===== config.mk =====
export PLATFORM = sky130hd
export DESIGN_NAME = interval_timer
export DESIGN_NICKNAME = d
export VERILOG_FILES = /design/src/rtl/ivt_pkg.sv /design/src/rtl/ivt_decode.sv /design/src/rtl/ivt_counter.sv /design/src/rtl/ivt_regs.sv /design/src/rtl/interval_timer.sv
export SDC_FILE = /design/constraint.sdc
export NUM_CORES = 1
export LEC_CHECK = 0
export ABC_AREA = 1
export BUFFER_PORTS_ARGS = -buffer_cell sky130_fd_sc_hd__buf_2
export CAP_MARGIN = 40
export CORE_ASPECT_RATIO = 1.2
export CORE_UTILIZATION = 25
export DETAILED_ROUTE_END_ITERATION = 10
export GPL_TIMING_DRIVEN = 0
export PLACE_DENSITY = 0.52
export SLEW_MARGIN = 20
export SYNTH_ARGS = -nofsm -noshare
export SYNTH_HDL_FRONTEND = slang
export SYNTH_HIERARCHICAL = 1
export SYNTH_SLANG_ARGS = --single-unit

===== constraint.sdc =====
create_clock -name clk -period 1.9 [get_ports clk]
set_input_delay 0.38 -clock clk [delete_from_list [all_inputs] [get_ports clk]]
set_output_delay 0.38 -clock clk [all_outputs]
set_load 0.01 [all_outputs]

===== src/rtl/ivt_pkg.sv =====
package ivt_pkg;
  localparam int unsigned DATA_W = 32;
  localparam int unsigned CNT_W  = 32;
  localparam int unsigned HALF_W = CNT_W / 2;
  localparam int unsigned IDX_W  = 3;
  localparam int unsigned NWORDS = 1 << IDX_W;

  localparam logic [IDX_W-1:0] IX_STATUS = 3'd0;
  localparam logic [IDX_W-1:0] IX_CTRL   = 3'd1;
  localparam logic [IDX_W-1:0] IX_PER_LO = 3'd2;
  localparam logic [IDX_W-1:0] IX_PER_HI = 3'd3;
  localparam logic [IDX_W-1:0] IX_SNP_LO = 3'd4;
  localparam logic [IDX_W-1:0] IX_SNP_HI = 3'd5;

  localparam int unsigned S_TO    = 0;
  localparam int unsigned S_RUN   = 1;
  localparam int unsigned C_IEN   = 0;
  localparam int unsigned C_CONT  = 1;
  localparam int unsigned C_START = 2;
  localparam int unsigned C_STOP  = 3;

  function automatic logic [CNT_W-1:0] join_halves(input logic [HALF_W-1:0] hi,
                                                   input logic [HALF_W-1:0] lo);
    return {hi, lo};
  endfunction

  function automatic logic [CNT_W-1:0] count_after(input logic [CNT_W-1:0] cur,
                                                   input logic [CNT_W-1:0] reload);
    return (cur == '0) ? reload : cur - CNT_W'(1);
  endfunction

  function automatic logic run_next(input logic run, input logic per_wr,
                                    input logic stop, input logic start,
                                    input logic expired, input logic cont);
    if (per_wr || stop)     return 1'b0;
    if (start && !run)      return 1'b1;
    if (expired && !cont)   return 1'b0;
    return run;
  endfunction
endpackage


===== src/rtl/ivt_decode.sv =====
module ivt_decode
  import ivt_pkg::*;
#(
  parameter int unsigned ADDR_W = 5
) (
  input  logic [ADDR_W-1:0] addr,
  input  logic              wr_en,
  output logic [IDX_W-1:0]  idx,
  output logic [NWORDS-1:0] wr_sel
);
  localparam int unsigned IDX_LSB = 2;

  assign idx = addr[IDX_W+IDX_LSB-1:IDX_LSB];

  for (genvar i = 0; i < NWORDS; i++) begin : g_sel
    assign wr_sel[i] = wr_en && (idx == IDX_W'(i));
  end

  logic unused_lsb;
  assign unused_lsb = ^addr[IDX_LSB-1:0];

  if (ADDR_W > IDX_W + IDX_LSB) begin : g_upper
    logic unused_upper;
    assign unused_upper = ^addr[ADDR_W-1:IDX_W+IDX_LSB];
  end
endmodule


===== src/rtl/ivt_counter.sv =====
module ivt_counter
  import ivt_pkg::*;
(
  input  logic             clk,
  input  logic             rst_n,
  input  logic             load,
  input  logic             step,
  input  logic [CNT_W-1:0] reload_val,
  output logic [CNT_W-1:0] count,
  output logic             at_zero
);
  always_ff @(posedge clk) begin
    if (!rst_n)    count <= '0;
    else if (load) count <= reload_val;
    else if (step) count <= count_after(count, reload_val);
  end

  assign at_zero = (count == '0);

  // a running, non-expiring count drops by one per edge
  a_r8_decrement: assert property (@(posedge clk) disable iff (!rst_n)
    (step && !load && !at_zero) |=> count == $past(count) - CNT_W'(1));
  // a period write loads the new period
  a_r7_load: assert property (@(posedge clk) disable iff (!rst_n)
    load |=> count == $past(reload_val));
  // a stopped counter holds its value
  a_r6_hold: assert property (@(posedge clk) disable iff (!rst_n)
    (!step && !load) |=> $stable(count));
endmodule


===== src/rtl/ivt_regs.sv =====
module ivt_regs
  import ivt_pkg::*;
(
  input  logic              clk,
  input  logic              rst_n,
  input  logic [NWORDS-1:0] wr_sel,
  input  logic [IDX_W-1:0]  rd_idx,
  input  logic [DATA_W-1:0] wdata,
  input  logic [CNT_W-1:0]  count,
  input  logic              at_zero,
  output logic              cnt_load,
  output logic              cnt_step,
  output logic [CNT_W-1:0]  period_nxt,
  output logic [DATA_W-1:0] rdata,
  output logic              irq
);
  logic              to_flag, running, ien, cont;
  logic [HALF_W-1:0] per_lo, per_hi, per_lo_n, per_hi_n;
  logic [CNT_W-1:0]  snap;

  // named internal events
  logic wr_status, wr_ctrl, wr_per_lo, wr_per_hi, wr_per, wr_snap;
  logic cmd_start, cmd_stop, halt_req, expire;

  assign wr_status = wr_sel[IX_STATUS];
  assign wr_ctrl   = wr_sel[IX_CTRL];
  assign wr_per_lo = wr_sel[IX_PER_LO];
  assign wr_per_hi = wr_sel[IX_PER_HI];
  assign wr_per    = wr_per_lo || wr_per_hi;
  assign wr_snap   = wr_sel[IX_SNP_LO] || wr_sel[IX_SNP_HI];
  assign cmd_start = wr_ctrl && wdata[C_START];
  assign cmd_stop  = wr_ctrl && wdata[C_STOP];
  assign halt_req  = wr_per || cmd_stop;
  assign cnt_step  = running && !halt_req;
  assign expire    = cnt_step && at_zero;
  assign cnt_load  = wr_per;

  assign per_lo_n   = wr_per_lo ? wdata[HALF_W-1:0] : per_lo;
  assign per_hi_n   = wr_per_hi ? wdata[HALF_W-1:0] : per_hi;
  assign period_nxt = join_halves(per_hi_n, per_lo_n);

  always_ff @(posedge clk) begin
    if (!rst_n) begin
      to_flag <= 1'b0;
      running <= 1'b0;
      ien     <= 1'b0;
      cont    <= 1'b0;
      per_lo  <= '0;
      per_hi  <= '0;
      snap    <= '0;
    end else begin
      if (wr_ctrl) begin
        ien  <= wdata[C_IEN];
        cont <= wdata[C_CONT];
      end
      per_lo <= per_lo_n;
      per_hi <= per_hi_n;
      if (wr_snap) snap <= count;
      if (expire)         to_flag <= 1'b1;
      else if (wr_status) to_flag <= 1'b0;
      running <= run_next(running, wr_per, cmd_stop, cmd_start, expire, cont);
    end
  end

  assign irq = to_flag && ien;

  always_comb begin
    rdata = '0;
    case (rd_idx)
      IX_STATUS: begin
        rdata[S_TO]  = to_flag;
        rdata[S_RUN] = running;
      end
      IX_CTRL: begin
        rdata[C_IEN]  = ien;
        rdata[C_CONT] = cont;
      end
      IX_PER_LO: rdata[HALF_W-1:0] = per_lo;
      IX_PER_HI: rdata[HALF_W-1:0] = per_hi;
      IX_SNP_LO: rdata[HALF_W-1:0] = snap[HALF_W-1:0];
      IX_SNP_HI: rdata[HALF_W-1:0] = snap[CNT_W-1:HALF_W];
      default:   rdata = '0;
    endcase
  end

  logic unused_wdata;
  assign unused_wdata = ^wdata[DATA_W-1:HALF_W];

  a_r1_single_strobe: assert property (@(posedge clk) disable iff (!rst_n)
    $onehot0(wr_sel));
  a_r5_start_runs: assert property (@(posedge clk) disable iff (!rst_n)
    (cmd_start && !cmd_stop && !running) |=> running);
  a_r6_stop_halts: assert property (@(posedge clk) disable iff (!rst_n)
    cmd_stop |=> !running);
  a_r7_period_halts: assert property (@(posedge clk) disable iff (!rst_n)
    wr_per |=> !running);
  a_r9_expire_flags: assert property (@(posedge clk) disable iff (!rst_n)
    expire |=> to_flag);
  a_r9_oneshot_stops: assert property (@(posedge clk) disable iff (!rst_n)
    (expire && !cont) |=> !running);
  a_r10_cont_keeps: assert property (@(posedge clk) disable iff (!rst_n)
    (expire && cont) |=> running);
  a_r4_status_clear: assert property (@(posedge clk) disable iff (!rst_n)
    (wr_status && !expire) |=> !to_flag);
endmodule


===== src/rtl/interval_timer.sv =====
module interval_timer
  import ivt_pkg::*;
#(
  parameter int unsigned ADDR_W = 5
) (
  input  logic              clk,
  input  logic              rst_n,
  input  logic [ADDR_W-1:0] addr,
  input  logic              wr_en,
  input  logic [DATA_W-1:0] wdata,
  output logic [DATA_W-1:0] rdata,
  output logic              irq
);
  logic [IDX_W-1:0]  idx;
  logic [NWORDS-1:0] wr_sel;
  logic              cnt_load, cnt_step, at_zero;
  logic [CNT_W-1:0]  period_nxt, count;

  ivt_decode #(.ADDR_W(ADDR_W)) u_decode (
    .addr   (addr),
    .wr_en  (wr_en),
    .idx    (idx),
    .wr_sel (wr_sel)
  );

  ivt_regs u_regs (
    .clk        (clk),
    .rst_n      (rst_n),
    .wr_sel     (wr_sel),
    .rd_idx     (idx),
    .wdata      (wdata),
    .count      (count),
    .at_zero    (at_zero),
    .cnt_load   (cnt_load),
    .cnt_step   (cnt_step),
    .period_nxt (period_nxt),
    .rdata      (rdata),
    .irq        (irq)
  );

  ivt_counter u_counter (
    .clk        (clk),
    .rst_n      (rst_n),
    .load       (cnt_load),
    .step       (cnt_step),
    .reload_val (period_nxt),
    .count      (count),
    .at_zero    (at_zero)
  );
endmodule


==> impl_metrics.env, run 1 <==
export IMPL_status="complete, no violations"
export IMPL_clk_latency_ns=0.36
export IMPL_cts_buffers=9
export IMPL_grt_pass1_vias=5785
export IMPL_layout_drive_gt1_share=0.1842
export IMPL_final_setup_skew_ns=0.007706
export IMPL_finalSetupTns_ns=0
export IMPL_htreeDepth=3
export IMPL_cts_max_path_buffers=2
export IMPL_initialDrtViolationCount=369
export IMPL_die_y_um=171.5
export IMPL_cp_arrival_ns=1.45
export IMPL_path_class="in -> out"
export IMPL_peakVddDrop_v=0.0004331
export IMPL_numPortBuffers=38
export IMPL_diodes=0
export IMPL_path_max_fanout=7
export IMPL_gp_congestion=0.9342
export IMPL_multiInputGateArea_um2=3341
export IMPL_core_area_um2=23350
export IMPL_slew_violations=0
export IMPL_route_detailed_drc=0
export IMPL_syn_inst=933
export IMPL_p_leak_nw=3.216
export IMPL_cts_tree="done"
export IMPL_postCtsHoldBufs=0
export IMPL_overflow=0
export IMPL_antenna_found_initial=0
export IMPL_seq_area_um2=2002
export IMPL_nNetsFinal=1047
export IMPL_hpwlAfterDp_mm=17.21
export IMPL_wl_mm=21.81
export IMPL_die_area_um2=24570
export IMPL_initial_core_util=0.2563
export IMPL_via_count=6223
export IMPL_avgSynthCellArea_um2=6.416
export IMPL_start_kind="input pin"
export IMPL_grt_first_pass_wirelength_mm=32.78
export IMPL_slew_headroom=0.5545
export IMPL_p_per_area_nw_per_um2=894.9
export IMPL_period_share=0.9612
export IMPL_grt_max_degree=18
export IMPL_die_w_um=143.3
export IMPL_ant_nets=0
export IMPL_num_rows=61
export IMPL_syn_area_um2=5986
export IMPL_ys_warnings_count=6
export IMPL_fillers=2658
export IMPL_crit_path_end_kind="primary output"
export IMPL_syn_to_final_growth_pct=19.13
export IMPL_vias_per_cell=4.697
export IMPL_worst_ep_required_time_ns=1.52
export IMPL_grt_use_total=0.1803
export IMPL_clk_pin_slew_ns=0.07
export IMPL_rsz0062_at_grt="no"
export IMPL_io_pins=73
export IMPL_final_hold_viol_count=0
export IMPL_first_pass_iters=5
export IMPL_min_period_ns=1.826
export IMPL_timing_fmax_ghz=0.5475
export IMPL_maxCapViolCount=0
export IMPL_setup_violations=0
export IMPL_finalCoreUtilization=0.3053
export IMPL_wl_per_cell_um=16.46
export IMPL_tightest_slew_ns=0.6682
export IMPL_cts_root_buf="clkbuf_16"
export IMPL_min_path_type="in -> reg"
export IMPL_cts_sinks=100
-- stage by stage --
stage               hold slack [ns]  total power, mW  setup slack (ns)  area [um^2]  std cells
finish                       0.2908            6.381           0.07367         7131       1325
global route                 0.3005            6.711         0.0002403         7131       1325
CTS                          0.2854            6.312          0.005712         7009       1322
detailed placement           0.4713            4.333           -0.6151         6626       1301
global placement             0.4630            4.331           -0.6123         6626       1301
floorplan                    0.4557            3.784            0.1154         6042        948
-- what timing repair did --
item	in CTS	in global routing
pin swaps	2	3
gates cloned	1	1
gates resized for setup	16	26
buffers inserted	6	3
setup endpoints to repair	42	44
-- final cells by class --
type	instances	share of cell area
multi-input combinational	699	0.4685
clock buffer	10	0.03351
inverter	80	0.04264
buffer	66	0.06650
tap	315	0.05527
clock inverter	6	0.009826
sequential	100	0.2808
timing repair buffer	49	0.04299
-- report_power, final --
part / switching (mW) / leakage, nW / total [mW] / internal (mW)
logic: 1.34 / 2.26 / 2.08 / 0.735
registers: 0.135 / 0.814 / 2.34 / 2.21
clock network: 0.892 / 0.147 / 1.96 / 1.07
-- per-layer routing --
layer	track usage	routed length, um
met1	0.2204	9446
met2	0.3050	10260
met3	0.03062	1162
met5	0	0
met4	0.08788	940
-- registers in the layout, summed over array words and instances, names as in the netlist --
name and count:
u_regs/per_hi 16, u_regs/ien 1, u_regs/cont 1, u_regs/running 1, u_regs/to_flag 1, u_regs/snap 32, u_counter/count 32, u_regs/per_lo 16
-- critical path, stage by stage --
cell and delay [ns]:
buf_2 0.12, buf_4 0.16, nor3_4 0.31, buf_4 0.20
nand2_1 0.05, nand4_1 0.08, buf_2 0.14
-- placed cells by master (no fill, tap or decap), types with 2 or more instances in the layout --
cell type and n:
nand4_1 57, buf_2 54, xor2_1 9, inv_2 13, clkinvlp_4 3, a21oi_1 66, nand3b_1 3, o21ai_1 24
nor2_1 126, nand3_1 51, clkbuf_4 4, a21oi_2 11, inv_1 66, clkbuf_1 7, dfxtp_1 100, clkbuf_16 10
buf_6 11, nand2_2 5, nand2_1 247, o21ai_0 44, xnor2_1 5, conb_1 16, nor2_2 15, clkbuf_2 7
buf_4 28, nand2_4 2, ha_2 2, buf_12 3, nor2_4 11
-- worst paths after layout --
| kind | startpoint | endpoint | slack, ns | cells past startpoint |
|---|---|---|---|---|
| max | addr[4] | rdata[2] | 0.07 | 7 |
| min | wdata[1] | u_regs/cont$_SDFFE_PN0P_ | 0.29 | 3 |
| max reg2reg | u_counter/count[0]$_SDFFE_PN0P_ | u_counter/count[21]$_SDFFE_PN0P_ | 0.09 | 12 |
| min reg2reg | u_regs/per_lo[14]$_SDFF_PN0_ | u_regs/per_lo[14]$_SDFF_PN0_ | 0.49 | 2 |
No activity file was read; power rests on OpenSTA's default activity.
==> run 2: changes to the inputs <==
clock period = 1.7 ns   (was 1.9 ns; I/O delays follow)
==> impl_metrics.env, run 2 (synthesis results as in run 1) <==
export IMPL_path_max_fanout=6
export IMPL_startpoint="u_counter/count[22]$_SDFFE_PN0P_"
export IMPL_cts_buffers=9
export IMPL_wl_mm=22.55
export IMPL_die_w_um=143.3
export IMPL_min_path_type="in -> reg"
export IMPL_initial_core_util=0.2563
export IMPL_final_hold_viol_count=0
export IMPL_crit_slowest_cell="dfxtp_2"
export IMPL_grt_pass1_vias=5894
export IMPL_overflow=0
export IMPL_pwr_share_clk=0.306
export IMPL_fin_total_pwr_mw=7.593
export IMPL_maxCapViolCount=0
export IMPL_hp_start="wdata[14]"
export IMPL_clk_pin_slew_ns=0.08
export IMPL_antenna_found_initial=0
export IMPL_route_detailed_drc=0
export IMPL_p_leak_nw=3.399
export IMPL_crit_reg2reg_launch="u_counter/count[22]$_SDFFE_PN0P_"
export IMPL_netSwitchingPower_mw=2.801
export IMPL_p_sw_frac=0.3689
export IMPL_layout_drive_gt1_share=0.2680
export IMPL_first_pass_iters=5
export IMPL_ant_nets=0
export IMPL_hpwlAfterDp_mm=17.23
export IMPL_placed_area_um2=6629
export IMPL_initialDrtViolationCount=408
export IMPL_vias_per_cell=4.738
export IMPL_setup_violations=16
export IMPL_p_per_area_nw_per_um2=990.5
export IMPL_cts_max_path_buffers=2
export IMPL_fillers=2601
export IMPL_nNetsFinal=1063
export IMPL_path_cells="nor2_2 > nand2_1 > inv_2 > nand2_2 > nor2_4 > nand2_2 > nand2_4 > buf_12 > clkbuf_16 > a21oi_4 > nand2_1 > a21oi_1"
export IMPL_violations="setup timing"
export IMPL_seqPwrFrac=0.347
export IMPL_core_area_um2=23350
export IMPL_final_common_cell="nand2_1"
export IMPL_mostFrequentLayoutCells="nand2_1, nor2_1, dfxtp_1"
export IMPL_cts_root_buf="clkbuf_16"
export IMPL_htreeDepth=3
export IMPL_slew_violations=0
export IMPL_finalSetupTns_ns=-0.3269
export IMPL_cp_arrival_ns=1.96
export IMPL_cts_sinks=100
export IMPL_start_kind="flop"
export IMPL_period_share=1.024
export IMPL_die_y_um=171.5
export IMPL_clk_latency_ns=0.37
export IMPL_path_class="reg -> reg"
export IMPL_grt_max_degree=18
export IMPL_via_count=6354
export IMPL_crit_path_end_kind="flop"
export IMPL_setup_slack_ns=-0.04124
export IMPL_grt_use_total=0.1873
export IMPL_num_rows=61
export IMPL_peakVddDrop_v=0.0004866
export IMPL_pwr_share_comb=0.347
export IMPL_wl_per_cell_um=16.82
export IMPL_io_pins=73
export IMPL_slew_headroom=0.5181
export IMPL_power_internal_mw=4.792
export IMPL_slowest_delay_ns=0.37
export IMPL_syn_to_final_growth_pct=28.07
export IMPL_min_period_ns=1.741
export IMPL_largestRegisters="u_counter/count (32), u_regs/snap (32)"
export IMPL_die_area_um2=24570
export IMPL_grt_first_pass_wirelength_mm=33.70
export IMPL_diodes=0
export IMPL_timing_fmax_ghz=0.5743
export IMPL_numPortBuffers=38
export IMPL_final_setup_skew_ns=0.01137
export IMPL_rsz0062_at_grt="yes"
export IMPL_worst_ep_required_time_ns=1.92
export IMPL_fin_area_um2=7666
export IMPL_gp_congestion=0.9489
export IMPL_tightest_slew_ns=0.7229
export IMPL_holdWs_ns=0.2548
export IMPL_cts_tree="done"
export IMPL_finalCoreUtilization=0.3282
export IMPL_status="finished, violations left"
## run 2: changes by cell type in the layout (fill, tap and decap cells not counted), moves of 5 or more
cell	change
nor2_1	-10
nand2_1	-24
nand2_2	+20
dfxtp_1	-29
nand2_4	+5
nor2_4	+8
dfxtp_4	+11
nand3_1	-7
nand3_2	+7
dfxtp_2	+18
buf_4	+11
## run 2: worst max-delay path, delay by kind of cell, from the launching register on
family          cells  cell delay [ns]
simple gates        7             0.70
buf+inv             3             0.39
flops               1             0.37
compound gates      2             0.11
## run 2: final timing paths
check	cells after the start	slack (ns)	endpoint
worst max-delay path	12	-0.04	u_counter/count[31]$_SDFFE_PN0P_
worst min-delay path	3	0.25	u_regs/per_hi[14]$_SDFF_PN0_
worst max register to register	12	-0.04	u_counter/count[31]$_SDFFE_PN0P_
worst min register to register	2	0.48	u_regs/snap[15]$_SDFFE_PN0P_
## run 2: timing repair
action                                  4_1_cts  5_1_grt
buffers inserted                             13       11
pin swaps                                     8       16
gates cloned                                  3        2
endpoints found under the setup margin       48       47
hold buffers                                  0        0
gates resized for setup                      89       81
## run 2: per-stage QoR
step           setup slack, ns  std cells
3_3_place_gp           -0.6859       1301
2_1_floorplan         0.005273        948
4_1_cts               -0.01522       1330
6_report              -0.04124       1341
5_1_grt                -0.1053       1341
3_5_place_dp           -0.7128       1301
## run 2: routing by layer
| layer | GRT usage | vias to the layer above | wire, um |
|---|---|---|---|
| met5 | 0 | - | 0 |
| met4 | 0.08881 | 0 | 736 |
| met3 | 0.02478 | 46 | 937 |
| met2 | 0.3275 | 178 | 11200 |
| met1 | 0.2257 | 2960 | 9682 |
| li1 | - | 3170 | - |
## run 2: cell type report
type | instances | area, um^2 | share of cell area
timing repair buffer | 66 | 516.7 | 0.06741
inverter | 80 | 317.8 | 0.04146
clock inverter | 6 | 95.09 | 0.01240
buffer | 65 | 488.0 | 0.06365
clock buffer | 10 | 229.0 | 0.02987
multi-input combinational | 699 | 3560 | 0.4643
sequential | 100 | 2066 | 0.2695
tap | 315 | 394.1 | 0.05141
## run 2: power by group through the flow
stage          Combinational (mW)  Sequential (mW)  Clock [mW]
2_1_floorplan                1.62             2.61           0
3_3_place_gp                 2.17             2.67           0
3_5_place_dp                 2.18             2.67           0
4_1_cts                      2.45             2.63        2.37
5_1_grt                      2.87             2.65        2.46
6_report                     2.63             2.64        2.32
==> run 3: changes to the inputs <==
BUFFER_PORTS_ARGS = default   (was -buffer_cell sky130_fd_sc_hd__buf_2)
DONT_BUFFER_PORTS = 1   (was default)
PLACE_DENSITY = 0.49   (was 0.52)
==> impl_metrics.env, run 3 (synthesis results as in run 1) <==
export IMPL_clk_latency_ns=0.35
export IMPL_min_path_type="in -> reg"
export IMPL_io_pins=73
export IMPL_finalNonFillerCells=1306
export IMPL_final_setup_skew_ns=0.008171
export IMPL_p_leak_nw=3.191
export IMPL_grt_use_met1=0.2289
export IMPL_cts_max_path_buffers=2
export IMPL_grt_pass1_vias=5825
export IMPL_gp_congestion=0.9181
export IMPL_ant_nets=0
export IMPL_grt_max_degree=19
export IMPL_rsz0062_at_grt="yes"
export IMPL_num_rows=61
export IMPL_slew_headroom=0.5901
export IMPL_p_per_area_nw_per_um2=1034
export IMPL_layout_drive_gt1_share=0.2149
export IMPL_start_kind="input pin"
export IMPL_via_count=6190
export IMPL_grt_first_pass_wirelength_mm=33.80
export IMPL_path_max_fanout=10
export IMPL_timing_fmax_ghz=0.6005
export IMPL_busiest_layer="met2"
export IMPL_worst_ep_required_time_ns=1.36
export IMPL_holdWs_ns=0.1172
export IMPL_fin_area_um2=7257
export IMPL_cts_buffers=9
export IMPL_cp_arrival_ns=1.33
export IMPL_die_y_um=171.5
export IMPL_largestRegisters="u_counter/count (32), u_regs/snap (32)"
export IMPL_mostFrequentLayoutCells="nand2_1, nor2_1, dfxtp_1"
export IMPL_maxCapViolCount=0
export IMPL_wl_per_cell_um=17.23
export IMPL_initial_core_util=0.2563
export IMPL_initialDrtViolationCount=414
export IMPL_route_detailed_drc=0
export IMPL_hpwlAfterDp_mm=17.51
export IMPL_peakVddDrop_v=0.0005415
export IMPL_crit_path_end_kind="primary output"
export IMPL_numPortBuffers=0
export IMPL_tightest_slew_ns=0.6149
export IMPL_placed_area_um2=6439
export IMPL_status="complete, no violations"
export IMPL_wl_mm=22.50
export IMPL_use_met2=0.3205
export IMPL_postCtsHoldBufs=0
export IMPL_vias_per_cell=4.740
export IMPL_grtUsageMet3=0.03257
export IMPL_die_w_um=143.3
export IMPL_die_area_um2=24570
export IMPL_finalSetupTns_ns=0
export IMPL_cts_sinks=100
export IMPL_core_area_um2=23350
export IMPL_cts_tree="done"
export IMPL_clk_pin_slew_ns=0.07
export IMPL_overflow=0
export IMPL_antenna_found_initial=0
export IMPL_slew_violations=0
export IMPL_cts_root_buf="clkbuf_16"
export IMPL_diodes=0
export IMPL_first_pass_iters=5
export IMPL_setup_violations=0
export IMPL_syn_to_final_growth_pct=21.24
export IMPL_final_common_cell="nand2_1"
export IMPL_path_class="in -> out"
export IMPL_grt_use_total=0.1873
export IMPL_final_hold_viol_count=0
export IMPL_nNetsFinal=1028
export IMPL_htreeDepth=3
export IMPL_dpl_cell_count=1263
export IMPL_period_share=0.9795
export IMPL_min_period_ns=1.665
export IMPL_fillers=2617
run 3: critical path: stages:
cell	delay (ns)
buf_4	0.11
buf_6	0.14
nor3_4	0.32
buf_4	0.22
nand2_1	0.06
nand4_1	0.14
run 3: metal layers:
| metal | wire [um] | vias to the layer above |
|---|---|---|
| met5 | 0 | - |
| met4 | 773 | 0 |
| met3 | 1045 | 42 |
| met2 | 10880 | 167 |
| met1 | 9797 | 2877 |
| li1 | - | 3104 |
run 3: cell type report:
class	count	area, um^2	area share
Multi-Input combinational cell	699	3468	0.4779
Sequential cell	100	2052	0.2828
Buffer	68	473.0	0.06517
Tap cell	315	394.1	0.05431
Inverter	80	311.5	0.04293
Timing Repair Buffer	28	230.2	0.03172
Clock buffer	9	225.2	0.03103
Clock inverter	7	102.6	0.01414
run 3: path summary, 6_finish.rpt:
path | start | endpoint | slack, ns | depth (start not counted)
worst max-delay path | addr[2] | rdata[11] | 0.03 | 6
worst min-delay path | rst_n | u_counter/count[23]$_SDFFE_PN0P_ | 0.12 | 2
worst max register to register | u_counter/count[0]$_SDFFE_PN0P_ | u_counter/count[24]$_SDFFE_PN0P_ | 0.04 | 10
worst min register to register | u_regs/per_hi[13]$_SDFF_PN0_ | u_regs/per_hi[13]$_SDFF_PN0_ | 0.49 | 2
run 3: per-stage QoR:
| step | utilization | total power, mW | worst slack (ns) |
|---|---|---|---|
| floorplan | - | 4.230 | 0.005273 |
| global placement | 0.2757 | 4.813 | -0.5842 |
| detailed placement | 0.2757 | 4.815 | -0.5514 |
| CTS | 0.3035 | 7.412 | 0.0007669 |
| global route | 0.3107 | 7.895 | -0.08069 |
| finish | 0.3107 | 7.500 | 0.03477 |
run 3: what timing repair did:
item                       CTS  global route
setup buffers               16            11
setup endpoints to repair   42            42
pin swaps                   15            14
gates cloned                 1             1
resized for setup           68            46
run 3: where the power goes:
part	leakage, nW	switching [mW]	total, mW	internal [mW]
registers	0.827	0.161	2.64	2.47
logic	2.20	1.59	2.54	0.942
clock network	0.163	1.01	2.33	1.32
total	3.19	2.77	7.50	4.73
